## src/rtl/perf_pkg.sv

```systemverilog
package perf_pkg;
  localparam int CTR_W       = 32;
  localparam int NUM_CTR     = 4;
  localparam int CTR_PER_CTL = 2;

  typedef enum logic [1:0] {
    SRC_NONE = 2'd0,
    SRC_CYC  = 2'd1,
    SRC_LDST = 2'd2,
    SRC_FPU  = 2'd3
  } evtSrc_e;

  typedef struct packed {
    logic [NUM_CTR-1:0]    ctrWr;
    logic [CTR_W-1:0]      wrData;
    evtSrc_e [NUM_CTR-1:0] src;
  } ctlStrobe_t;

  // Maps a selector code to an event source for one counter index.
  function automatic evtSrc_e decodeSel(input int idx, input int code);
    evtSrc_e r;
    r = SRC_NONE;
    if (code == 1) r = SRC_CYC;
    else if (code == 11 && idx == 1) r = SRC_LDST;
    else if (code == 11 && idx == 2) r = SRC_FPU;
    return r;
  endfunction
endpackage

```

## src/rtl/perf_ctl.sv

```systemverilog
module perf_ctl
  import perf_pkg::*;
#(
  parameter int ADDR_W        = 3,
  parameter int SEL_W         = 6,
  parameter int SEL_LO_LSB    = 0,
  parameter int SEL_HI_LSB    = 6,
  parameter int IE_OWN_BIT    = 15,
  parameter int IE_SHARED_BIT = 14
) (
  input  logic               clk,
  input  logic               rstN,
  input  logic               regWrEn,
  input  logic [ADDR_W-1:0]  regAddr,
  input  logic [CTR_W-1:0]   regWrData,
  input  logic               intAck,
  input  logic [NUM_CTR-1:0] ctrMsb,
  output ctlStrobe_t         strobe,
  output logic [CTR_W-1:0]   ctlAQ,
  output logic [CTR_W-1:0]   ctlBQ,
  output logic               intReq,
  output logic               monActive
);
  localparam logic [ADDR_W-1:0] ADDR_CTLA = ADDR_W'(NUM_CTR);
  localparam logic [ADDR_W-1:0] ADDR_CTLB = ADDR_W'(NUM_CTR + 1);

  logic pendingQ;
  logic intCond;

  always_ff @(posedge clk) begin
    if (!rstN) begin
      ctlAQ <= '0;
      ctlBQ <= '0;
    end else if (regWrEn) begin
      if (regAddr == ADDR_CTLA) ctlAQ <= regWrData;
      if (regAddr == ADDR_CTLB) ctlBQ <= regWrData;
    end
  end

  assign strobe.wrData = regWrData;

  for (genvar g = 0; g < NUM_CTR; g++) begin : g_sel
    localparam int REG_IDX = g / CTR_PER_CTL;
    localparam int LSB     = (g % CTR_PER_CTL == 0) ? SEL_LO_LSB : SEL_HI_LSB;
    logic [SEL_W-1:0] selField;
    if (REG_IDX == 0) begin : g_a
      assign selField = ctlAQ[LSB +: SEL_W];
    end else begin : g_b
      assign selField = ctlBQ[LSB +: SEL_W];
    end
    assign strobe.src[g]   = decodeSel(g, int'(selField));
    assign strobe.ctrWr[g] = regWrEn && (regAddr == ADDR_W'(g));
  end

  assign intCond = (ctrMsb[0] & ctlAQ[IE_OWN_BIT]) |
                   ((|ctrMsb[NUM_CTR-1:1]) & ctlAQ[IE_SHARED_BIT]);

  always_ff @(posedge clk) begin
    if (!rstN) pendingQ <= 1'b0;
    else       pendingQ <= intCond | (pendingQ & ~intAck);
  end

  assign intReq    = pendingQ;
  assign monActive = (|ctlAQ) | (|ctlBQ);

  AST_INT_FOLLOWS_COND: assert property (@(posedge clk) disable iff (!rstN)
    intCond |=> intReq);
  AST_ACK_RELEASE: assert property (@(posedge clk) disable iff (!rstN)
    (intAck && !intCond) |=> !intReq);
  AST_PENDING_HELD: assert property (@(posedge clk) disable iff (!rstN)
    (intReq && !intAck) |=> intReq);
  AST_CTLA_LOAD: assert property (@(posedge clk) disable iff (!rstN)
    (regWrEn && regAddr == ADDR_CTLA) |=> ctlAQ == $past(regWrData));
endmodule

```

## src/rtl/perf_dp.sv

```systemverilog
module perf_dp
  import perf_pkg::*;
#(
  parameter int INC_W = 8
) (
  input  logic                           clk,
  input  logic                           rstN,
  input  ctlStrobe_t                     strobe,
  input  logic [INC_W-1:0]               cycInc,
  input  logic [INC_W-1:0]               ldStInc,
  input  logic [INC_W-1:0]               fpInc,
  output logic [NUM_CTR-1:0][CTR_W-1:0]  ctrQ
);
  for (genvar g = 0; g < NUM_CTR; g++) begin : g_ctr
    logic [CTR_W-1:0] addend;

    always_comb begin
      unique case (strobe.src[g])
        SRC_CYC:  addend = CTR_W'(cycInc);
        SRC_LDST: addend = CTR_W'(ldStInc);
        SRC_FPU:  addend = CTR_W'(fpInc);
        default:  addend = '0;
      endcase
    end

    always_ff @(posedge clk) begin
      if (!rstN)                ctrQ[g] <= '0;
      else if (strobe.ctrWr[g]) ctrQ[g] <= strobe.wrData;
      else                      ctrQ[g] <= ctrQ[g] + addend;
    end

    AST_WRITE_WINS: assert property (@(posedge clk) disable iff (!rstN)
      strobe.ctrWr[g] |=> ctrQ[g] == $past(strobe.wrData));
    AST_IDLE_HOLD: assert property (@(posedge clk) disable iff (!rstN)
      (!strobe.ctrWr[g] && strobe.src[g] == SRC_NONE) |=> $stable(ctrQ[g]));
    AST_CYC_STEP: assert property (@(posedge clk) disable iff (!rstN)
      (!strobe.ctrWr[g] && strobe.src[g] == SRC_CYC)
        |=> ctrQ[g] == $past(ctrQ[g]) + CTR_W'($past(cycInc)));
  end
endmodule

```

## src/rtl/perf_event_counters.sv

```systemverilog
module perf_event_counters
  import perf_pkg::*;
#(
  parameter int INC_W         = 8,
  parameter int ADDR_W        = 3,
  parameter int SEL_W         = 6,
  parameter int SEL_LO_LSB    = 0,
  parameter int SEL_HI_LSB    = 6,
  parameter int IE_OWN_BIT    = 15,
  parameter int IE_SHARED_BIT = 14
) (
  input  logic              clk,
  input  logic              rstN,
  input  logic [INC_W-1:0]  cycInc,
  input  logic [INC_W-1:0]  ldStInc,
  input  logic [INC_W-1:0]  fpInc,
  input  logic              regWrEn,
  input  logic [ADDR_W-1:0] regAddr,
  input  logic [31:0]       regWrData,
  output logic [31:0]       regRdData,
  input  logic              intAck,
  output logic              intReq,
  output logic              monActive
);
  ctlStrobe_t                   strobe;
  logic [NUM_CTR-1:0][CTR_W-1:0] ctrQ;
  logic [NUM_CTR-1:0]            ctrMsb;
  logic [CTR_W-1:0]              ctlAQ;
  logic [CTR_W-1:0]              ctlBQ;

  for (genvar g = 0; g < NUM_CTR; g++) begin : g_msb
    assign ctrMsb[g] = ctrQ[g][CTR_W-1];
  end

  perf_ctl #(
    .ADDR_W(ADDR_W), .SEL_W(SEL_W), .SEL_LO_LSB(SEL_LO_LSB), .SEL_HI_LSB(SEL_HI_LSB),
    .IE_OWN_BIT(IE_OWN_BIT), .IE_SHARED_BIT(IE_SHARED_BIT)
  ) ctl_i (
    .clk(clk), .rstN(rstN), .regWrEn(regWrEn), .regAddr(regAddr), .regWrData(regWrData),
    .intAck(intAck), .ctrMsb(ctrMsb), .strobe(strobe), .ctlAQ(ctlAQ), .ctlBQ(ctlBQ),
    .intReq(intReq), .monActive(monActive)
  );

  perf_dp #(.INC_W(INC_W)) dp_i (
    .clk(clk), .rstN(rstN), .strobe(strobe), .cycInc(cycInc), .ldStInc(ldStInc),
    .fpInc(fpInc), .ctrQ(ctrQ)
  );

  always_comb begin
    regRdData = '0;
    for (int i = 0; i < NUM_CTR; i++)
      if (regAddr == ADDR_W'(i)) regRdData = ctrQ[i];
    if (regAddr == ADDR_W'(NUM_CTR))     regRdData = ctlAQ;
    if (regAddr == ADDR_W'(NUM_CTR + 1)) regRdData = ctlBQ;
  end
endmodule

```

## config.mk

```make
export PLATFORM = sky130hd
export DESIGN_NAME = perf_event_counters
export DESIGN_NICKNAME = d
export VERILOG_FILES = /design/src/rtl/perf_pkg.sv /design/src/rtl/perf_ctl.sv /design/src/rtl/perf_dp.sv /design/src/rtl/perf_event_counters.sv
export SDC_FILE = /design/constraint.sdc
export NUM_CORES = 1
export LEC_CHECK = 0
export BUFFER_PORTS_ARGS = -buffer_cell sky130_fd_sc_hd__buf_2
export CELL_PAD_IN_SITES_DETAIL_PLACEMENT = 1
export CELL_PAD_IN_SITES_GLOBAL_PLACEMENT = 1
export CORE_ASPECT_RATIO = 0.75
export CORE_UTILIZATION = 24
export CTS_CLUSTER_DIAMETER = 80
export DETAILED_ROUTE_END_ITERATION = 6
export HOLD_SLACK_MARGIN = 0.02
export PLACE_DENSITY_LB_ADDON = 0.1
export RECOVER_POWER = 100
export SKIP_CTS_REPAIR_TIMING = 1
export SLEW_MARGIN = 40
export SYNTH_ARGS = -nofsm -noshare
export SYNTH_HDL_FRONTEND = slang
export SYNTH_SLANG_ARGS = --single-unit
```

## constraint.sdc

```tcl
create_clock -name clk -period 4.68 [get_ports clk]
set_clock_uncertainty 0.2 [all_clocks]
set_input_delay 0.936 -clock clk [delete_from_list [all_inputs] [get_ports clk]]
set_output_delay 0.936 -clock clk [all_outputs]
set_load 0.005 [all_outputs]
```

Word-level counts from Yosys, hierarchy flattened
Index checks and enable logic that the tools add are counted.
Cells by class
  $add $sub $neg: 4
  eq/ne operators: 23
  mux-type cells: 20
  bitwise operators: 7
  reduce and logical (&&, ||, !) cells: 10
Operators by type and width (number)
  32-bit 2-to-1 mux: 10
  32-bit by 8-bit adder with 32-bit output: 4
  8-bit case mux with 3 select lines: 4
  32-bit OR reduction: 2
  6-bit by 2-bit equality test with 1-bit output, second input constant: 4
  6-bit by 5-bit equality test with 1-bit output, second input constant: 2
  1-bit by 2-bit equality test with 1-bit output, second input constant: 4
  2-bit equality test, second input constant: 4
  2-bit 2-to-1 mux: 4
  3-bit by 2-bit equality test with 1-bit output, second input constant: 2
  3-bit equality test, second input constant: 2
  2-bit by 1-bit equality test with 1-bit output, second input constant: 2
  1-bit logical AND: 4
  2-bit AND reduction: 2
  1-bit bitwise AND: 3
  3-bit by 1-bit equality test with 1-bit output, second input constant: 1
  3-bit logical NOT: 1
  1-bit OR: 3
  3-bit OR reduction: 1
  1-bit equality test, second input constant: 2
  1-bit 2-to-1 mux: 2
  1-bit NOT: 1
Word-level totals
  bits in registers: 193
  input port bits: 63
  output and inout bits: 34

Depth between registers and ports, before layout
  depth after elaboration: 7
  gate-level depth with buffers: 15
  gate-level depth less buffers: 13

Hierarchy
A second synthesis with hierarchy kept.
Second synthesis, totals
  cell total of the unflattened synthesis: 1551
  area, all modules: 13156.4 um^2
Modules (own cells, without submodules)
  perf_dp: times used 1, cells each 991, area each 8310.5 um^2, sequential area each 2562.5 um^2
  perf_ctl: times used 1, cells each 362, area each 2932.8 um^2, sequential area each 1301.2 um^2
  perf_event_counters: times used 1, cells each 198, area each 1913.1 um^2, sequential area each 0.0 um^2

Worst setup path after synthesis
No wires, ideal clock.
  path kind: input -> output
  start point: input port regAddr[0]
  end point: output port regRdData[1]
  arrival: 2.305 ns
  data required time: 3.544 ns
  path slack: 1.239 ns
  cell stages on the path: 5
  buffers on the path: 3
  cell sequence: clkbuf_1 clkbuf_1 buf_1 mux2i_1 o221ai_1
Between the ends
  longest elaborated chain between the ends: 7
  elaborated cells between the ends (all ways): 12
  classes of those cells: 5 x eq/ne; 6 x mux; 1 x reduce/logical
Ends and longest elaborated chain
  start: declaration: RTL line perf_event_counters.sv:18  | input logic [ADDR_W-1:0] regAddr,
  3-bit logical NOT: RTL line perf_event_counters.sv:52  | if (regAddr == ADDR_W'(i)) regRdData = ctrQ[i];
  32-bit 2-to-1 mux (4 in a row): RTL line perf_event_counters.sv:52
  32-bit 2-to-1 mux: RTL line perf_event_counters.sv:53  | if (regAddr == ADDR_W'(NUM_CTR)) regRdData = ctlAQ;
  32-bit 2-to-1 mux (*): RTL line perf_event_counters.sv:54  | if (regAddr == ADDR_W'(NUM_CTR + 1)) regRdData = ctlBQ;
  end: declaration: RTL line perf_event_counters.sv:20  | output logic [31:0] regRdData,
Mark *: on every way between the ends. The rest lies on a longest branch, timed or not.

Final worst setup path
  start point: input port regAddr[1]
  end point: output port regRdData[17]
Same word-level chain as after synthesis.

==> out/metrics.cfg <==
[routing]
dr_wl_met2_mm=20.6
vias_per_cell=5.16
dr.pass1.iters=5
first_iter_violations=716
drc=0
final_antenna_net_count=0
vias=11521
wirelength_mm=51.7
met1_length_mm=28.6
dr_wl_met3_mm=2.11
wl_per_cell_um=23.2
top_layer=met4

[setup_path]
rr_startpoint=ctl_i.ctlAQ[2]$_SDFFE_PN0P_
crit_buf_inv=3
cp.arrival_ns=3.24
critPathLaunchType=input port
crit_required_ns=3.54
slowest_stage=clkbuf_1
worstSetupStartpoint=regAddr[1]
path_class=in2out
cp_max_fo=18
crit_chain=clkbuf_1, buf_12, mux2i_1, nor2_1, a21oi_1, o221ai_1, buf_2
end_kind=output port
cpLargestDelayFamily=buffers and inverters
cp_slowest_stage_delay_ns=0.88

[synthesis]
syn_inst=1526
ys_seq_area_frac=0.331
avgSynthCellArea_sq_um=7.64
yosys_warnings=0
synth-edff-count=0
ys_ff_latch=193
mappedNetlistNets=1625
synth_area_sq_um=11700
ys_types=62
async_flop_share=0
synthFlopType=dfxtp_1

[timing]
finalHoldViolCount=0
grt_setup_unrepaired=false
tns_ns=0
holdWs_ns=0.274
tightest_slew_ns=2.15
max_freq_mhz=229
min_period_ns=4.37
setup_viol_count_final=0
relSlewSlack=-0.436
slew_violations=112
period_share=0.934

[layout]
synthToLayoutAreaGrowth_pct=15.0
final_util=0.281
layout.nets=1676
layout-drive-gt1-share=0.0937
fillerInstances=5818
final_cells=2233

[power]
ir_worst_vdd_uv=281
p_per_area_nw_per_um2=284
p_leak_nw=4.76

[floorplan]
design.die.area_sq_um=49500
start_util=0.245
rows=69
ios=97
die_h_um=193
die_w_um=257
core_sq_um=47700

[clocking]
clock-sinks=193
cts_root_buf=clkbuf_16
clk_latency_ns=0.48
clk_pin_slew_ns=0.08
cts_tree=yes
cts_buffers=17
htreeDepth=4
cts_buffer_depth=2

[grt]
antenna_found_initial=0
grt_pass1_vias=11435
grt_max_degree=84
gr-total-overflow=0
grt_pass1_wl_mm=77.1
grt_use_total=0.211

[place]
dp.cells=2197
dpl.hpwl_mm=39.2
gp_congestion=0.843
io_buffers=96

[min_path]
hp-class=reg2reg
hp-start=ctl_i.ctlAQ[16]$_SDFFE_PN0P_

[outcome]
violations=capacitance limit, slew limit
status=finished with violations

[job]
drv_cap=2

-- path summary, 6_finish.rpt --
check,to,slack [ns],depth (start not counted)
max,regRdData[17],0.31,7
min,ctl_i.ctlAQ[16]$_SDFFE_PN0P_,0.27,2
max reg2reg,dp_i.ctrQ[22]$_SDFF_PN0_,0.41,13
min reg2reg,ctl_i.ctlAQ[16]$_SDFFE_PN0P_,0.27,2
-- sequential cells by signal, summed over array words and instances, names as in the netlist --
signal,cells
ctl_i.ctlAQ,32
ctl_i.ctlBQ,32
ctl_i.intReq,1
dp_i.ctrQ,128
-- area by class of cell --
cell class	instances	area, sq um	share of cell area
timing repair buffer	131	741	0.0552
clock inverter	13	151	0.0113
multi-input combinational	1208	7300	0.545
tap	639	800	0.0596
clock buffer	19	443	0.0330
sequential	193	3860	0.288
antenna	4	10.0	0.000746
inverter	26	98.8	0.00737
-- Yosys cell counts (15+ instances only) --
| cell | instances | area share |
|---|---|---|
| ha_1 | 32 | 0.034 |
| and3_1 | 40 | 0.021 |
| a211oi_1 | 18 | 0.012 |
| dfxtp_1 | 193 | 0.33 |
| xor2_1 | 44 | 0.033 |
| nand4_1 | 17 | 0.0091 |
| mux2i_1 | 68 | 0.058 |
| clkbuf_1 | 88 | 0.028 |
| nand3_1 | 52 | 0.022 |
| o21ai_0 | 96 | 0.041 |
| nor2b_1 | 15 | 0.0080 |
| a21oi_1 | 220 | 0.094 |
| xnor2_1 | 62 | 0.047 |
| nor4_1 | 16 | 0.0086 |
| nor3_1 | 17 | 0.0073 |
| nor2_1 | 83 | 0.027 |
| nand2_1 | 267 | 0.086 |
| o221ai_1 | 33 | 0.025 |
| inv_1 | 25 | 0.0080 |
-- worst register-to-register path: stages (launching register included) --
cell and delay (ns):
dfxtp_1 0.34, or4_1 0.52, nor2_1 0.11, clkbuf_1 0.50, and3_1 0.25, ha_1 0.17
inv_1 0.06, fa_1 0.38, nand2b_1 0.20, a21oi_1 0.26, o21ai_0 0.14, clkbuf_1 0.30
or3_1 0.43, a311oi_1 0.29
-- power breakdown --
group | switching [mW] | internal, mW | total [mW]
sequential | 0.0705 | 1.70 | 1.77
clock | 0.777 | 0.815 | 1.59
combinational | 0.307 | 0.146 | 0.454
total | 1.16 | 2.66 | 3.81
-- cells in the final DEF (no fill, tap or decap), types with 33 or more instances in the layout --
cell        n
a21oi_1   220
and3_1     40
buf_2      65
clkbuf_1   33
dfxtp_1   193
mux2i_1    68
nand2_1   266
nand3_1    52
nor2_1     82
o21ai_0    96
o221ai_1   33
xnor2_1    62
xor2_1     44
-- per-layer routing --
| metal | global-route usage | vias up |
|---|---|---|
| li1 | - | 5561 |
| met1 | 0.336 | 5740 |
| met2 | 0.295 | 202 |
| met3 | 0.0282 | 18 |
| met4 | 0.0355 | 0 |
| met5 | 0 | - |
-- kinds of logic (layout without fill, tap and decap cells) --
group	Yosys count	in the layout	share of synthesized area
and+or+nand+nor	550	550	0.217
AOI/OAI and AO/OA	447	447	0.231
DFF	193	193	0.331
buffers and inverters	125	189	0.0404
xor gates and xnor gates	106	106	0.0796
muxes	69	69	0.0593
adders and majority gates	36	36	0.0412
other	0	4	0
-- stage by stage --
| stage | power, mW | cell area [sq um] | setup slack, ns |
|---|---|---|---|
| 2_1_floorplan | 2.02 | 11700 | 1.24 |
| 3_3_place_gp | 2.25 | 12900 | 0.649 |
| 3_5_place_dp | 2.26 | 12900 | 0.588 |
| 4_1_cts | 3.86 | 13500 | 0.564 |
| 5_1_grt | 3.97 | 13400 | 0.143 |
| 6_report | 3.81 | 13400 | 0.307 |
Power figures use the tool's default switching activity.
